<file path="config.mk">
export PLATFORM = sky130hd
export DESIGN_NAME = half_supply_write_seq
export DESIGN_NICKNAME = d
export VERILOG_FILES = /design/src/rtl/hsw_pkg.sv /design/src/rtl/hsw_phase_timer.sv /design/src/rtl/hsw_result_latch.sv /design/src/rtl/half_supply_write_seq.sv
export SDC_FILE = /design/constraint.sdc
export NUM_CORES = 1
export LEC_CHECK = 0
export BUFFER_PORTS_ARGS = -buffer_cell sky130_fd_sc_hd__buf_2
export CAP_MARGIN = 25
export CORE_UTILIZATION = 50
export CTS_CLUSTER_DIAMETER = 200
export DETAILED_ROUTE_END_ITERATION = 6
export PLACE_DENSITY = 0.78
export SLEW_MARGIN = 0
export SYNTH_ARGS = -nofsm -noshare
export SYNTH_HDL_FRONTEND = slang
export SYNTH_SLANG_ARGS = --single-unit
</file>
<file path="constraint.sdc">
create_clock -name clk -period 2.1 [get_ports clk]
set_input_delay 0.21 -clock clk [delete_from_list [all_inputs] [get_ports clk]]
set_output_delay 0.21 -clock clk [all_outputs]
set_load 0.02 [all_outputs]
</file>
<file path="src/rtl/hsw_pkg.sv">
package hsw_pkg;
    typedef enum logic [2:0] {
        ST_IDLE,
        ST_PRE,
        ST_EQ,
        ST_GUARD,
        ST_WRITE,
        ST_RDPRE,
        ST_READ,
        ST_DONE
    } hsw_state_e;
endpackage

</file>
<file path="src/rtl/hsw_phase_timer.sv">
module hsw_phase_timer #(
    parameter int CW = 8
) (
    input  logic          clk,
    input  logic          rst_n,
    input  logic          load,
    input  logic [CW-1:0] load_val,
    output logic          last
);
    logic [CW-1:0] cnt;

    always_ff @(posedge clk) begin
        if (!rst_n)
            cnt <= '0;
        else if (load)
            cnt <= load_val;
        else if (cnt != '0)
            cnt <= cnt - 1'b1;
    end

    assign last = (cnt == '0);
endmodule

</file>
<file path="src/rtl/hsw_result_latch.sv">
module hsw_result_latch (
    input  logic clk,
    input  logic rst_n,
    input  logic clear,
    input  logic capture,
    input  logic rd_bit,
    input  logic expect_bit,
    output logic pass
);
    always_ff @(posedge clk) begin
        if (!rst_n || clear)
            pass <= 1'b0;
        else if (capture)
            pass <= (rd_bit == expect_bit);
    end

    // pass changes only on a capture or a clear
    a_r7_pass_stable: assert property (@(posedge clk) disable iff (!rst_n)
        (!$past(capture) && !$past(clear)) |-> $stable(pass));
endmodule

</file>
<file path="src/rtl/half_supply_write_seq.sv">
module half_supply_write_seq #(
    parameter int AW         = 7,
    parameter int EW         = 4,
    parameter int CW         = 8,
    parameter int PRE_CYC    = 4,
    parameter int WR_CYC     = 4,
    parameter int RDPRE_CYC  = 2,
    parameter int RD_CYC     = 3
) (
    input  logic          clk,
    input  logic          rst_n,
    input  logic          start,
    input  logic          dual_mode,
    input  logic          wr_val,
    input  logic [AW-1:0] addr,
    input  logic [EW-1:0] eq_len,
    input  logic          rd_bit,
    output logic          pch_a_true,
    output logic          pch_a_comp,
    output logic          pch_b_true_gnd,
    output logic          pch_b_comp,
    output logic          eq_en,
    output logic          drv_a_true_low,
    output logic          drv_a_comp_low,
    output logic          wl_a,
    output logic          wl_b,
    output logic          sa_en,
    output logic [AW-1:0] row_addr,
    output logic          done,
    output logic          pass
);
    import hsw_pkg::*;

    localparam logic [CW-1:0] PRE_LD   = CW'(PRE_CYC - 1);
    localparam logic [CW-1:0] WR_LD    = CW'(WR_CYC - 1);
    localparam logic [CW-1:0] RDPRE_LD = CW'(RDPRE_CYC - 1);
    localparam logic [CW-1:0] RD_LD    = CW'(RD_CYC - 1);

    hsw_state_e    state, nxt;
    logic          last;
    logic          load;
    logic [CW-1:0] load_val;
    logic [CW-1:0] eq_ld;
    logic          mode_q, val_q;
    logic [AW-1:0] addr_q;
    logic          accept;

    assign accept = (state == ST_IDLE) && start;
    assign eq_ld  = (eq_len == '0) ? '0 : CW'(eq_len) - 1'b1;

    // state register and captured run settings
    always_ff @(posedge clk) begin
        if (!rst_n) begin
            state  <= ST_IDLE;
            mode_q <= 1'b0;
            val_q  <= 1'b0;
            addr_q <= '0;
        end else begin
            state <= nxt;
            if (accept) begin
                mode_q <= dual_mode;
                val_q  <= wr_val;
                addr_q <= addr;
            end
        end
    end

    // transitions
    always_comb begin
        nxt = state;
        unique case (state)
            ST_IDLE:  if (start) nxt = ST_PRE;
            ST_PRE:   if (last)  nxt = ST_EQ;
            ST_EQ:    if (last)  nxt = ST_GUARD;
            ST_GUARD:            nxt = ST_WRITE;
            ST_WRITE: if (last)  nxt = ST_RDPRE;
            ST_RDPRE: if (last)  nxt = ST_READ;
            ST_READ:  if (last)  nxt = ST_DONE;
            ST_DONE:             nxt = ST_IDLE;
            default:             nxt = ST_IDLE;
        endcase
    end

    // phase length loaded on each state change
    always_comb begin
        load     = (nxt != state);
        load_val = '0;
        unique case (nxt)
            ST_PRE:   load_val = PRE_LD;
            ST_EQ:    load_val = eq_ld;
            ST_WRITE: load_val = WR_LD;
            ST_RDPRE: load_val = RDPRE_LD;
            ST_READ:  load_val = RD_LD;
            default:  load_val = '0;
        endcase
    end

    hsw_phase_timer #(.CW(CW)) u_timer (
        .clk      (clk),
        .rst_n    (rst_n),
        .load     (load),
        .load_val (load_val),
        .last     (last)
    );

    hsw_result_latch u_result (
        .clk        (clk),
        .rst_n      (rst_n),
        .clear      (accept),
        .capture    ((state == ST_READ) && last),
        .rd_bit     (rd_bit),
        .expect_bit (val_q),
        .pass       (pass)
    );

    // outputs
    always_comb begin
        pch_a_true     = 1'b0;
        pch_a_comp     = 1'b0;
        pch_b_true_gnd = 1'b0;
        pch_b_comp     = 1'b0;
        eq_en          = 1'b0;
        drv_a_true_low = 1'b0;
        drv_a_comp_low = 1'b0;
        wl_a           = 1'b0;
        wl_b           = 1'b0;
        sa_en          = 1'b0;
        done           = 1'b0;
        unique case (state)
            ST_PRE: begin
                pch_a_true     = 1'b1;
                pch_a_comp     = 1'b1;
                pch_b_true_gnd = 1'b1;
                pch_b_comp     = 1'b1;
            end
            ST_EQ:    eq_en = 1'b1;
            ST_WRITE: begin
                wl_a           = 1'b1;
                wl_b           = mode_q;
                drv_a_true_low = ~val_q;
                drv_a_comp_low = val_q;
            end
            ST_RDPRE: begin
                pch_a_true = 1'b1;
                pch_a_comp = 1'b1;
            end
            ST_READ: begin
                wl_a  = 1'b1;
                sa_en = 1'b1;
            end
            ST_DONE:  done = 1'b1;
            default:  ;
        endcase
    end

    assign row_addr = addr_q;

    // equalizer off for a cycle before any driver or word line
    a_r4_eq_gap: assert property (@(posedge clk) disable iff (!rst_n)
        (drv_a_true_low || drv_a_comp_low || wl_a || wl_b) |-> (!eq_en && !$past(eq_en)));
    // equalizer pulse follows the precharge phase
    a_r3_eq_after_pre: assert property (@(posedge clk) disable iff (!rst_n)
        $rose(eq_en) |-> $past(pch_b_true_gnd));
    // the two A-line drivers are never on together
    a_r5_one_driver: assert property (@(posedge clk) disable iff (!rst_n)
        !(drv_a_true_low && drv_a_comp_low));
    // B word line only in dual-port runs
    a_r6_wlb_mode: assert property (@(posedge clk) disable iff (!rst_n)
        wl_b |-> (mode_q && (drv_a_true_low || drv_a_comp_low)));
    // done is a single-cycle pulse
    a_r8_done_pulse: assert property (@(posedge clk) disable iff (!rst_n)
        done |=> !done);
    // captured address held while a run is in progress
    a_r10_addr_hold: assert property (@(posedge clk) disable iff (!rst_n)
        (state != ST_IDLE) |=> $stable(row_addr) || $past(state == ST_DONE));
endmodule

</file>
==> impl_metrics.xml, run 1 <==
<?xml version="1.0" encoding="UTF-8"?>
<metrics>
  <group name="place">
    <metric name="place.detailed.hpwl" unit="um">2230</metric>
    <metric name="placement.setup.worst_slack" unit="ns">0.210</metric>
    <metric name="port_buffers" unit="">35</metric>
    <metric name="cell_area_reported_after_detailed_placement" unit="um2">1450</metric>
    <metric name="post-place-cells" unit="">217</metric>
    <metric name="finalWeightedCongestion" unit="">0.853</metric>
  </group>
  <group name="logic_synthesis">
    <metric name="synth.top_cells.by_count" unit="">sky130_fd_sc_hd__nand2_1, sky130_fd_sc_hd__dfxtp_1, sky130_fd_sc_hd__a21oi_1</metric>
    <metric name="synthTopCellsByArea" unit="">sky130_fd_sc_hd__dfxtp_1, sky130_fd_sc_hd__nand2_1, sky130_fd_sc_hd__a21oi_1, sky130_fd_sc_hd__clkbuf_1, sky130_fd_sc_hd__nor2b_1</metric>
    <metric name="syn_nets" unit="">174</metric>
    <metric name="mappedNetlistArea" unit="um2">1200</metric>
    <metric name="synth_seq_area_share" unit="%">34.9</metric>
    <metric name="yosysMostFrequentCell" unit="">sky130_fd_sc_hd__nand2_1</metric>
    <metric name="ys_warn_count" unit="">0</metric>
    <metric name="synth_top_cell_area_share" unit="%">34.9</metric>
    <metric name="syn_area_per_cell" unit="um2">7.77</metric>
    <metric name="ys_ff_latch" unit="">21</metric>
    <metric name="ys_async_sr_fraction" unit="%">0</metric>
    <metric name="yosysUniqueCellTypes" unit="">40</metric>
    <metric name="syn_inst" unit="">155</metric>
    <metric name="synth-main-ff-cell" unit="">sky130_fd_sc_hd__dfxtp_1</metric>
    <metric name="netlist.top_cell.by_area" unit="">sky130_fd_sc_hd__dfxtp_1</metric>
    <metric name="number_of_enable_type_register_cells_in_the_synthesized_netlist" unit="">0</metric>
  </group>
  <group name="timing">
    <metric name="finalHoldViolations" unit="">0</metric>
    <metric name="final.setup_skew" unit="ns">0.00342</metric>
    <metric name="setup_viol_count_final" unit="">0</metric>
    <metric name="setup-tns-final" unit="ns">0</metric>
    <metric name="timing_max_transition_violations_final" unit="">0</metric>
    <metric name="final_critical_path_setup_slack" unit="ns">0.156</metric>
    <metric name="post-route-min-period" unit="ns">1.94</metric>
    <metric name="grt_setup_unrepaired" unit="">no</metric>
    <metric name="slew_headroom" unit="%">61.2</metric>
    <metric name="fmax" unit="MHz">514</metric>
    <metric name="period_share" unit="%">92.6</metric>
    <metric name="worst_margin_slew" unit="ns">0.567</metric>
  </group>
  <group name="layout">
    <metric name="fin_nets" unit="">213</metric>
    <metric name="area.growth.synth_to_final" unit="%">23.5</metric>
    <metric name="fin_area" unit="um2">1490</metric>
    <metric name="final_cell_count_no_fill" unit="">221</metric>
    <metric name="final_core_util" unit="%">66.6</metric>
    <metric name="fillerInstances" unit="">194</metric>
    <metric name="final_layout_size_suffix_gt1_share" unit="%">29.5</metric>
    <metric name="antennaDiodeCount" unit="">0</metric>
  </group>
  <group name="floorplan">
    <metric name="rows" unit="">17</metric>
    <metric name="fp.dieArea" unit="um2">2610</metric>
    <metric name="start_util" unit="%">53.9</metric>
    <metric name="die_x" unit="um">51.1</metric>
    <metric name="design.portCount" unit="">36</metric>
    <metric name="core_area" unit="um2">2230</metric>
    <metric name="floorplan.die.height" unit="um">51.1</metric>
  </group>
  <group name="route">
    <metric name="via_count" unit="">1241</metric>
    <metric name="drt-wirelength-per-cell" unit="um">13.2</metric>
    <metric name="first_drt_iteration_drcs" unit="">22</metric>
    <metric name="drtAntennaViolNets" unit="">0</metric>
    <metric name="post-route-drc-count" unit="">0</metric>
    <metric name="route.final.wire_length" unit="um">2920</metric>
    <metric name="routed_via_density" unit="">5.62</metric>
    <metric name="first_pass_iters" unit="">4</metric>
  </group>
  <group name="cts">
    <metric name="cts.root.buffer_cell" unit="">sky130_fd_sc_hd__clkbuf_4</metric>
    <metric name="cts.path.max_buffers" unit="">2</metric>
    <metric name="count_of_instances_resized_after_the_clock_tree_is_built" unit="">0</metric>
    <metric name="clkSlewWorstSetupHoldPaths" unit="ns">0.13</metric>
    <metric name="clk_latency" unit="ns">0.32</metric>
    <metric name="cts-buffers-inserted" unit="">3</metric>
    <metric name="tritoncts" unit="">yes</metric>
    <metric name="numClockSinks" unit="">21</metric>
    <metric name="postCtsHoldBufs" unit="">0</metric>
    <metric name="htree_num_levels" unit="">1</metric>
    <metric name="cts_setup_buffers" unit="">0</metric>
  </group>
  <group name="worst_setup_path">
    <metric name="crit-reg2reg-capture" unit="">u_timer.cnt[4]</metric>
    <metric name="cp-startpoint" unit="">u_timer.cnt[0]</metric>
    <metric name="reg2regPathDepth" unit="">7</metric>
    <metric name="critical_path.endpoint_type" unit="">flip-flop</metric>
    <metric name="timing.setup.critical_path_class" unit="">flip-flop to flip-flop</metric>
    <metric name="critical_register_to_register_path_startpoint" unit="">u_timer.cnt[0]</metric>
    <metric name="slowest_delay" unit="ns">0.56</metric>
    <metric name="critPathRequiredTime" unit="ns">2.31</metric>
    <metric name="kind_of_start_point_of_the_critical_path" unit="">flip-flop</metric>
    <metric name="crit_family" unit="">compound AO/OA/AOI/OAI gates</metric>
    <metric name="worst_ep_arrival_time" unit="ns">2.15</metric>
    <metric name="critPathMaxFanout" unit="">5</metric>
    <metric name="cp.buffers_inverters" unit="">2</metric>
    <metric name="destination_of_the_critical_timing_path" unit="">u_timer.cnt[4]</metric>
    <metric name="critPathSlowestCell" unit="">sky130_fd_sc_hd__a2111oi_0</metric>
    <metric name="worst-path-stages" unit="">7</metric>
    <metric name="ff2ff_setup_slack" unit="ns">0.16</metric>
    <metric name="cp_cell_sequence" unit="">inv_1 -&gt; ha_1 -&gt; nor3b_1 -&gt; buf_4 -&gt; a2111oi_0 -&gt; xnor2_1 -&gt; nor2_1</metric>
  </group>
  <group name="power">
    <metric name="total_leakage_power" unit="nW">0.673</metric>
    <metric name="peak_vdd_ir" unit="V">0.000978</metric>
    <metric name="powerDensity" unit="nW/um2">1530</metric>
  </group>
  <group name="job">
    <metric name="cap_violations" unit="">0</metric>
  </group>
  <group name="global_route">
    <metric name="antenna_found_initial" unit="">0</metric>
    <metric name="grt_pass1_vias" unit="">1092</metric>
    <metric name="globalRouteOverflowTotal" unit="">0</metric>
    <metric name="grt_first_pass_wirelength" unit="um">4640</metric>
    <metric name="grt_overall_usage" unit="%">24.0</metric>
    <metric name="maximum_number_of_pins_on_one_net_before_global_route_repair" unit="">16</metric>
  </group>
  <group name="min_path">
    <metric name="hold_depth" unit="">3</metric>
    <metric name="hold_path_startpoint" unit="">addr[0]</metric>
    <metric name="holdCritPathClass" unit="">input pin to flip-flop</metric>
  </group>
  <group name="run_status">
    <metric name="run_status" unit="">finished clean</metric>
  </group>
</metrics>
[per-stage QoR]
step	hold WS (ns)	power (mW)
floorplan	0.336	1.62
global placement	0.440	1.99
detailed placement	0.447	2.03
CTS	0.104	2.25
global route	0.0990	2.44
finish	0.115	2.27
[worst register-to-register path: stages (launching register included)]
cell                        delay [ns]
sky130_fd_sc_hd__dfxtp_1          0.41
sky130_fd_sc_hd__inv_1            0.09
sky130_fd_sc_hd__ha_1             0.21
sky130_fd_sc_hd__nor3b_1          0.16
sky130_fd_sc_hd__buf_4            0.16
sky130_fd_sc_hd__a2111oi_0        0.57
sky130_fd_sc_hd__xnor2_1          0.19
sky130_fd_sc_hd__nor2_1           0.06
[area by class of cell]
class / count / area, um2 / area share (%)
timing repair buffer: 46 / 258 / 17.3
clock buffer: 3 / 22.5 / 1.52
inverter: 5 / 18.8 / 1.26
sequential: 21 / 420 / 28.3
clock inverter: 1 / 7.51 / 0.505
multi-input combinational: 117 / 724 / 48.7
tap: 28 / 35.0 / 2.36
[per-layer routing]
metal  up-vias  GRT usage, %  wire [um]  part of all wire (%)
met5         -             0          0                     0
met4         0          8.33         31                   1.1
met3         5          6.25         96                   3.3
met2        26          42.8       1540                    53
met1       581          27.2       1250                    43
li1        629             -          -                     -
[placed cells by master (no fill, tap or decap), types with 2 or more instances in the layout]
cell type,n
sky130_fd_sc_hd__nand2_1,26
sky130_fd_sc_hd__xnor2_1,4
sky130_fd_sc_hd__inv_1,5
sky130_fd_sc_hd__nor2_1,8
sky130_fd_sc_hd__nand4_1,2
sky130_fd_sc_hd__nor3_1,4
sky130_fd_sc_hd__and3_1,2
sky130_fd_sc_hd__clkbuf_4,3
sky130_fd_sc_hd__or4b_2,2
sky130_fd_sc_hd__or4_1,2
sky130_fd_sc_hd__nor4_1,2
sky130_fd_sc_hd__nor2b_1,6
sky130_fd_sc_hd__dfxtp_1,21
sky130_fd_sc_hd__nor3b_1,2
sky130_fd_sc_hd__ha_1,2
sky130_fd_sc_hd__and2_1,4
sky130_fd_sc_hd__a21oi_1,19
sky130_fd_sc_hd__a211oi_1,2
sky130_fd_sc_hd__o31ai_1,4
sky130_fd_sc_hd__buf_4,11
sky130_fd_sc_hd__a2111oi_0,2
sky130_fd_sc_hd__buf_2,35
sky130_fd_sc_hd__xor2_1,2
sky130_fd_sc_hd__o21ai_0,4
sky130_fd_sc_hd__o2111ai_1,2
[sequential cells by signal (all words and copies together) (netlist names)]
name / flops
mode_q: 1
row_addr: 7
state: 3
u_result.pass: 1
u_timer.cnt: 8
val_q: 1
[logic make-up after synthesis]
logic type	count (synthesis)	share of synthesized area [%]
buf+inv	17	5.93
compound gates	43	23.5
xor+xnor	6	4.37
flops	21	34.9
simple gates	65	28.4
mux	1	0.832
fa+ha+maj	2	2.08
[worst min-delay path by stage]
| stage | slack (ns) | to |
|---|---|---|
| 3_3_place_gp | 0.44 | row_addr[4] |
| 6_report | 0.11 | row_addr[0] |
| 2_1_floorplan | 0.34 | u_timer.cnt[0] |
| 5_1_grt | 0.1 | row_addr[1] |
| 4_1_cts | 0.10 | row_addr[0] |
| 3_5_place_dp | 0.45 | row_addr[0] |
[report_power, final]
group	internal [mW]	leakage, nW	switching (mW)	total, mW
Sequential	0.519	0.172	0.145	0.665
Combinational	0.616	0.487	0.785	1.40
Clock	0.0729	0.0139	0.137	0.210
Total	1.21	0.673	1.07	2.27
(Power assumes the default switching activity.)
==> run 2: changes to the inputs <==
Settings changed: CORE_UTILIZATION 50 to 53, CTS_BUF_LIST from default to sky130_fd_sc_hd__clkbuf_8, PLACE_DENSITY 0.78 to 0.82.
==> run 2 against run 1 <==
Against the previous run: worst setup slack gained 0.015 ns; register-to-register slack about the same; die area fell by 5.4%; clock power grew 22%; hold slack better by 0.066 ns; sequential share of layout area up 0.084 points; largest power group unchanged.
==> impl_metrics.xml, run 2 (synthesis results as in run 1) <==
<?xml version="1.0" encoding="UTF-8"?>
<metrics>
  <group name="worst_setup_path">
    <metric name="critPathMaxFanout" unit="">11</metric>
    <metric name="worst_ep_arrival_time" unit="ns">2.13</metric>
    <metric name="cpMostUsedCell" unit="">sky130_fd_sc_hd__buf_4</metric>
    <metric name="critical_path.endpoint_type" unit="">flip-flop</metric>
    <metric name="cp_cell_sequence" unit="">inv_1 -&gt; ha_1 -&gt; nor3b_1 -&gt; buf_4 -&gt; and2_1 -&gt; buf_4 -&gt; o31ai_1 -&gt; a32o_1</metric>
    <metric name="crit_family" unit="">compound AO/OA/AOI/OAI gates</metric>
    <metric name="critPathSlowestCell" unit="">sky130_fd_sc_hd__dfxtp_1</metric>
    <metric name="kind_of_start_point_of_the_critical_path" unit="">flip-flop</metric>
    <metric name="critPathRequiredTime" unit="ns">2.30</metric>
    <metric name="timing.setup.critical_path_class" unit="">flip-flop to flip-flop</metric>
    <metric name="cp.buffers_inverters" unit="">3</metric>
    <metric name="slowest_delay" unit="ns">0.38</metric>
  </group>
  <group name="timing">
    <metric name="setup-tns-final" unit="ns">0</metric>
    <metric name="timing_max_transition_violations_final" unit="">0</metric>
    <metric name="setup_viol_count_final" unit="">0</metric>
    <metric name="worst_margin_slew" unit="ns">0.511</metric>
    <metric name="final_critical_path_setup_slack" unit="ns">0.170</metric>
    <metric name="period_share" unit="%">91.9</metric>
    <metric name="slew_headroom" unit="%">65.1</metric>
    <metric name="grt_setup_unrepaired" unit="">no</metric>
    <metric name="final.setup_skew" unit="ns">0.00267</metric>
    <metric name="post-route-min-period" unit="ns">1.93</metric>
    <metric name="fmax" unit="MHz">518</metric>
    <metric name="finalHoldViolations" unit="">0</metric>
  </group>
  <group name="global_route">
    <metric name="antenna_found_initial" unit="">0</metric>
    <metric name="maximum_number_of_pins_on_one_net_before_global_route_repair" unit="">17</metric>
    <metric name="grt_first_pass_wirelength" unit="um">4960</metric>
    <metric name="globalRouteOverflowTotal" unit="">0</metric>
    <metric name="grt_pass1_vias" unit="">1159</metric>
    <metric name="grt_overall_usage" unit="%">25.4</metric>
  </group>
  <group name="layout">
    <metric name="multiInputGateArea" unit="um2">724</metric>
    <metric name="area.growth.synth_to_final" unit="%">23.5</metric>
    <metric name="final_layout_size_suffix_gt1_share" unit="%">28.8</metric>
    <metric name="register_area" unit="um2">422</metric>
    <metric name="layout_commonest_cell" unit="">sky130_fd_sc_hd__buf_2</metric>
    <metric name="largest_register_ffs" unit="">8</metric>
    <metric name="fin_nets" unit="">211</metric>
    <metric name="max_flop_register" unit="">u_timer.cnt</metric>
    <metric name="antennaDiodeCount" unit="">0</metric>
    <metric name="fillerInstances" unit="">168</metric>
    <metric name="mostFrequentLayoutCells" unit="">sky130_fd_sc_hd__buf_2, sky130_fd_sc_hd__nand2_1, sky130_fd_sc_hd__dfxtp_1</metric>
  </group>
  <group name="floorplan">
    <metric name="design.portCount" unit="">36</metric>
    <metric name="die_x" unit="um">49.7</metric>
    <metric name="fp.dieArea" unit="um2">2470</metric>
    <metric name="start_util" unit="%">58.9</metric>
    <metric name="floorplan.die.height" unit="um">49.7</metric>
    <metric name="rows" unit="">16</metric>
    <metric name="core_area" unit="um2">2040</metric>
  </group>
  <group name="route">
    <metric name="route.final.wire_length" unit="um">2970</metric>
    <metric name="drt-wirelength-per-cell" unit="um">13.6</metric>
    <metric name="first_pass_iters" unit="">4</metric>
    <metric name="drtAntennaViolNets" unit="">0</metric>
    <metric name="first_drt_iteration_drcs" unit="">39</metric>
    <metric name="via_count" unit="">1255</metric>
    <metric name="post-route-drc-count" unit="">0</metric>
    <metric name="routed_via_density" unit="">5.76</metric>
  </group>
  <group name="place">
    <metric name="finalWeightedCongestion" unit="">0.880</metric>
    <metric name="port_buffers" unit="">35</metric>
    <metric name="placement.setup.worst_slack" unit="ns">0.199</metric>
    <metric name="place.detailed.hpwl" unit="um">2170</metric>
  </group>
  <group name="cts">
    <metric name="clk_latency" unit="ns">0.26</metric>
    <metric name="cts-buffers-inserted" unit="">3</metric>
    <metric name="tritoncts" unit="">yes</metric>
    <metric name="count_of_instances_resized_after_the_clock_tree_is_built" unit="">0</metric>
    <metric name="numClockSinks" unit="">21</metric>
    <metric name="clkSlewWorstSetupHoldPaths" unit="ns">0.07</metric>
    <metric name="postCtsHoldBufs" unit="">0</metric>
    <metric name="cts_setup_buffers" unit="">0</metric>
    <metric name="cts.path.max_buffers" unit="">2</metric>
    <metric name="cts.root.buffer_cell" unit="">sky130_fd_sc_hd__clkbuf_8</metric>
    <metric name="htree_num_levels" unit="">1</metric>
  </group>
  <group name="power">
    <metric name="powerDensity" unit="nW/um2">1560</metric>
    <metric name="peak_vdd_ir" unit="V">0.00128</metric>
    <metric name="total_leakage_power" unit="nW">0.677</metric>
  </group>
  <group name="min_path">
    <metric name="holdCritPathClass" unit="">input pin to flip-flop</metric>
  </group>
  <group name="run_status">
    <metric name="run_status" unit="">finished clean</metric>
  </group>
  <group name="job">
    <metric name="cap_violations" unit="">0</metric>
  </group>
</metrics>
run 2: worst paths after layout:
| kind | depth (start not counted) | start | endpoint | slack (ns) |
|---|---|---|---|---|
| worst max-delay path | 8 | u_timer.cnt[0] | u_timer.cnt[0] | 0.17 |
| worst min register to register | 2 | row_addr[4] | row_addr[4] | 0.45 |
| worst min-delay path | 3 | addr[6] | row_addr[6] | 0.18 |
| worst max register to register | 8 | u_timer.cnt[0] | u_timer.cnt[0] | 0.17 |
run 2: per-layer routing:
layer | track usage [%] | wire (um) | vias up
met2 | 44.4 | 1490 | 43
met3 | 6.17 | 153 | 2
met4 | 4.76 | 7 | 0
met5 | 0 | 0 | -
li1 | - | - | 627
met1 | 31.6 | 1320 | 583
run 2: report_power, final:
part | total, mW | leakage (nW) | internal (mW) | switching, mW
sequential | 0.672 | 0.173 | 0.521 | 0.151
combinational | 1.38 | 0.478 | 0.593 | 0.791
clock | 0.257 | 0.0269 | 0.130 | 0.127
total | 2.31 | 0.677 | 1.24 | 1.07
run 2: per-stage QoR:
| step | hold WS, ns | util (%) | instance area, um2 | total power [mW] | cells |
|---|---|---|---|---|---|
| global route | 0.194 | 72.8 | 1490 | 2.47 | 218 |
| detailed placement | 0.444 | 70.2 | 1430 | 2.00 | 214 |
| global placement | 0.439 | 70.2 | 1430 | 1.95 | 214 |
| CTS | 0.182 | 72.4 | 1480 | 2.26 | 218 |
| finish | 0.180 | 72.8 | 1490 | 2.31 | 218 |
| floorplan | 0.336 | - | 1200 | 1.62 | 155 |
run 2: cell type report:
cell class                 instances  area share (%)
clock inverter                     1           0.253
tap                               27            2.27
sequential                        21            28.4
clock buffer                       3            2.78
timing repair buffer              44            16.3
inverter                           5            1.26
multi-input combinational        117            48.7
run 2: worst register-to-register path: cells and delay by family, from the launching register on:
kind	cells	cell delay, ns
flops	1	0.38
simple gates	2	0.31
buf+inv	3	0.42
compound gates	2	0.55
fa+ha+maj	1	0.22
==> run 3: changes to the inputs <==
Settings changed: ABC_AREA from default to 1.
==> run 3 against run 2 <==
Against the previous run: synthesized area grew 0.94%; combinational power down 3%; global-route usage down 1.7 points; routed wire length is 13% lower; first-iteration DRC count is 36% lower; final cell count rose by 7.8%; sequential share of layout area up 0.67 points; via count fell by 6.7%; sequential power is 5.2% lower; register-to-register slack improved by 0.22 ns; critical path type unchanged; critical endpoint unchanged; largest power group unchanged.
==> impl_metrics.xml, run 3 <==
<?xml version="1.0" encoding="UTF-8"?>
<metrics>
  <group name="logic_synthesis">
    <metric name="yosysUniqueCellTypes" unit="">25</metric>
    <metric name="synth-adder-area-share" unit="%">2.06</metric>
    <metric name="synth_simple_gate_area_share" unit="%">37.7</metric>
    <metric name="syn_inst" unit="">173</metric>
    <metric name="synth-xor-area-share" unit="%">6.49</metric>
    <metric name="synth_seq_area_share" unit="%">34.6</metric>
    <metric name="synth.area.mux_share" unit="%">0</metric>
    <metric name="synth-main-ff-cell" unit="">sky130_fd_sc_hd__dfxtp_1</metric>
    <metric name="number_of_enable_type_register_cells_in_the_synthesized_netlist" unit="">0</metric>
    <metric name="yosysMostFrequentCell" unit="">sky130_fd_sc_hd__nor2_1</metric>
    <metric name="netlist.top_cell.by_area" unit="">sky130_fd_sc_hd__dfxtp_1</metric>
    <metric name="synth.top_cells.by_count" unit="">sky130_fd_sc_hd__nor2_1, sky130_fd_sc_hd__nand2_1, sky130_fd_sc_hd__dfxtp_1</metric>
    <metric name="compound_gate_fraction_of_synth_area" unit="%">10.8</metric>
    <metric name="mappedNetlistArea" unit="um2">1210</metric>
    <metric name="ys_ff_latch" unit="">21</metric>
    <metric name="dominant_combinational_cell_family_by_area_after_synthesis" unit="">simple AND/OR/NAND/NOR gates</metric>
    <metric name="synth_top_cell_area_share" unit="%">34.6</metric>
    <metric name="syn_nets" unit="">192</metric>
    <metric name="ys_warn_count" unit="">0</metric>
    <metric name="ys_async_sr_fraction" unit="%">0</metric>
    <metric name="synthTopCellsByArea" unit="">sky130_fd_sc_hd__dfxtp_1, sky130_fd_sc_hd__nor2_1, sky130_fd_sc_hd__nand2_1, sky130_fd_sc_hd__inv_1, sky130_fd_sc_hd__o21ai_0</metric>
    <metric name="syn_area_per_cell" unit="um2">7.02</metric>
  </group>
  <group name="worst_setup_path">
    <metric name="cp-startpoint" unit="">u_timer.cnt[0]</metric>
    <metric name="critPathRequiredTime" unit="ns">2.25</metric>
    <metric name="critPathMaxFanout" unit="">8</metric>
    <metric name="worst_ep_arrival_time" unit="ns">1.86</metric>
    <metric name="critical_path.endpoint_type" unit="">flip-flop</metric>
    <metric name="timing.setup.critical_path_class" unit="">flip-flop to flip-flop</metric>
    <metric name="ff2ff_setup_slack" unit="ns">0.39</metric>
    <metric name="critical_register_to_register_path_startpoint" unit="">u_timer.cnt[0]</metric>
    <metric name="kind_of_start_point_of_the_critical_path" unit="">flip-flop</metric>
  </group>
  <group name="floorplan">
    <metric name="core_area" unit="um2">2060</metric>
    <metric name="fp.dieArea" unit="um2">2490</metric>
    <metric name="rows" unit="">16</metric>
    <metric name="floorplan.die.height" unit="um">49.9</metric>
    <metric name="design.portCount" unit="">36</metric>
    <metric name="die_x" unit="um">49.9</metric>
    <metric name="start_util" unit="%">58.9</metric>
  </group>
  <group name="layout">
    <metric name="final_layout_size_suffix_gt1_share" unit="%">27.4</metric>
    <metric name="antennaDiodeCount" unit="">0</metric>
    <metric name="fin_nets" unit="">228</metric>
    <metric name="mostFrequentLayoutCells" unit="">sky130_fd_sc_hd__nor2_1, sky130_fd_sc_hd__buf_2, sky130_fd_sc_hd__nand2_1</metric>
    <metric name="max_flop_register" unit="">u_timer.cnt</metric>
    <metric name="final_cell_count_no_fill" unit="">235</metric>
    <metric name="fillerInstances" unit="">167</metric>
    <metric name="layout_commonest_cell" unit="">sky130_fd_sc_hd__nor2_1</metric>
    <metric name="largest_register_ffs" unit="">8</metric>
    <metric name="area.growth.synth_to_final" unit="%">19.2</metric>
  </group>
  <group name="place">
    <metric name="post-place-cells" unit="">231</metric>
    <metric name="finalWeightedCongestion" unit="">0.852</metric>
    <metric name="port_buffers" unit="">35</metric>
    <metric name="place.detailed.hpwl" unit="um">2010</metric>
  </group>
  <group name="route">
    <metric name="post-route-drc-count" unit="">0</metric>
    <metric name="drtAntennaViolNets" unit="">0</metric>
    <metric name="first_drt_iteration_drcs" unit="">25</metric>
    <metric name="drt-wirelength-per-cell" unit="um">10.9</metric>
    <metric name="routed_via_density" unit="">4.98</metric>
    <metric name="met2RoutedLength" unit="um">1290</metric>
    <metric name="top_signal_layer_used" unit="">met3</metric>
    <metric name="first_pass_iters" unit="">5</metric>
    <metric name="wl_met1" unit="um">1150</metric>
    <metric name="via_count" unit="">1171</metric>
    <metric name="met3WireLength" unit="um">137</metric>
    <metric name="route.final.wire_length" unit="um">2570</metric>
  </group>
  <group name="cts">
    <metric name="cts.root.buffer_cell" unit="">sky130_fd_sc_hd__clkbuf_8</metric>
    <metric name="tritoncts" unit="">yes</metric>
    <metric name="postCtsHoldBufs" unit="">0</metric>
    <metric name="cts-buffers-inserted" unit="">3</metric>
    <metric name="clk_latency" unit="ns">0.26</metric>
    <metric name="cts_setup_buffers" unit="">0</metric>
    <metric name="count_of_instances_resized_after_the_clock_tree_is_built" unit="">0</metric>
    <metric name="htree_num_levels" unit="">1</metric>
    <metric name="clkSlewWorstSetupHoldPaths" unit="ns">0.08</metric>
    <metric name="numClockSinks" unit="">21</metric>
    <metric name="cts.path.max_buffers" unit="">2</metric>
  </group>
  <group name="timing">
    <metric name="fmax" unit="MHz">585</metric>
    <metric name="setup_viol_count_final" unit="">0</metric>
    <metric name="timing_max_transition_violations_final" unit="">0</metric>
    <metric name="slew_headroom" unit="%">79.4</metric>
    <metric name="worst_margin_slew" unit="ns">0.308</metric>
    <metric name="setup-tns-final" unit="ns">0</metric>
    <metric name="post-route-min-period" unit="ns">1.71</metric>
    <metric name="period_share" unit="%">81.5</metric>
    <metric name="grt_setup_unrepaired" unit="">no</metric>
    <metric name="final.setup_skew" unit="ns">0.00560</metric>
    <metric name="finalHoldViolations" unit="">0</metric>
  </group>
  <group name="power">
    <metric name="peak_vdd_ir" unit="V">0.000919</metric>
    <metric name="powerDensity" unit="nW/um2">1550</metric>
    <metric name="total_leakage_power" unit="nW">0.767</metric>
  </group>
  <group name="run_status">
    <metric name="run_status" unit="">finished clean</metric>
  </group>
  <group name="global_route">
    <metric name="grt_first_pass_wirelength" unit="um">4620</metric>
    <metric name="grt_overall_usage" unit="%">23.7</metric>
    <metric name="grt_pass1_vias" unit="">1140</metric>
    <metric name="globalRouteOverflowTotal" unit="">0</metric>
    <metric name="antenna_found_initial" unit="">0</metric>
    <metric name="maximum_number_of_pins_on_one_net_before_global_route_repair" unit="">18</metric>
  </group>
  <group name="job">
    <metric name="cap_violations" unit="">0</metric>
  </group>
  <group name="min_path">
    <metric name="holdCritPathClass" unit="">input pin to flip-flop</metric>
    <metric name="hold_path_startpoint" unit="">addr[3]</metric>
  </group>
</metrics>
[run 3: cell types whose count changed after synthesis, moves of 5 or more]
cell / delta
sky130_fd_sc_hd__nand2_1: +5
sky130_fd_sc_hd__nand3_1: +8
sky130_fd_sc_hd__nor2_1: +29
sky130_fd_sc_hd__o21ai_0: +9
sky130_fd_sc_hd__clkbuf_1: -8
sky130_fd_sc_hd__a21oi_1: -14
sky130_fd_sc_hd__inv_1: +13
sky130_fd_sc_hd__xor2_1: +5
sky130_fd_sc_hd__nor2b_1: -6
[run 3: final cells by class]
cell class,count,area [um2],area share [%]
Multi-Input combinational cell,127,693,47.9
Sequential cell,21,420,29.0
Timing Repair Buffer,35,175,12.1
Inverter,21,78.8,5.45
Clock buffer,3,41.3,2.85
Tap cell,27,33.8,2.33
Clock inverter,1,5.00,0.346
[run 3: stage by stage]
| step | util [%] | worst slack (ns) | power, mW | cell area, um2 | hold slack, ns |
|---|---|---|---|---|---|
| after global routing | 70.2 | 0.278 | 2.44 | 1450 | 0.235 |
| after global placement | 68.0 | 0.497 | 1.92 | 1400 | 0.443 |
| after detailed placement | 68.0 | 0.429 | 1.97 | 1400 | 0.448 |
| after floorplan | - | 0.597 | 1.71 | 1210 | 0.335 |
| after CTS | 70.2 | 0.408 | 2.25 | 1450 | 0.201 |
| final | 70.2 | 0.389 | 2.24 | 1450 | 0.204 |
[run 3: critical path, cell delays in order (launching register included)]
cell and delay (ns):
sky130_fd_sc_hd__dfxtp_1 0.36, sky130_fd_sc_hd__inv_1 0.10, sky130_fd_sc_hd__ha_1 0.22, sky130_fd_sc_hd__nand2_2 0.16, sky130_fd_sc_hd__nor2_8 0.09, sky130_fd_sc_hd__nand2_4 0.08
sky130_fd_sc_hd__nand3_1 0.14, sky130_fd_sc_hd__o21ai_0 0.23, sky130_fd_sc_hd__nand3_1 0.10, sky130_fd_sc_hd__nand2_1 0.08, sky130_fd_sc_hd__a21oi_1 0.06
[run 3: where the power goes]
part | total, mW | switching (mW) | internal, mW
sequential | 0.637 | 0.113 | 0.525
clock | 0.262 | 0.130 | 0.132
combinational | 1.34 | 0.875 | 0.467
[run 3: layer usage]
layer	global-route usage, %	vias up
met2	44.1	38
met5	0	-
met4	3.33	0
li1	-	611
met3	6.17	0
met1	27.4	522
[run 3: path summary, 6_finish.rpt]
path	endpoint	cells past startpoint
max	u_timer.cnt[0]	10
min	row_addr[3]	3
max reg2reg	u_timer.cnt[0]	10
min reg2reg	mode_q	2
[run 3: kinds of logic after synthesis]
logic type,Yosys count
DFF,21
xor gates and xnor gates,9
buffers and inverters,25
AOI/OAI and AO/OA,22
adders and majority gates,2
and+or+nand+nor,94
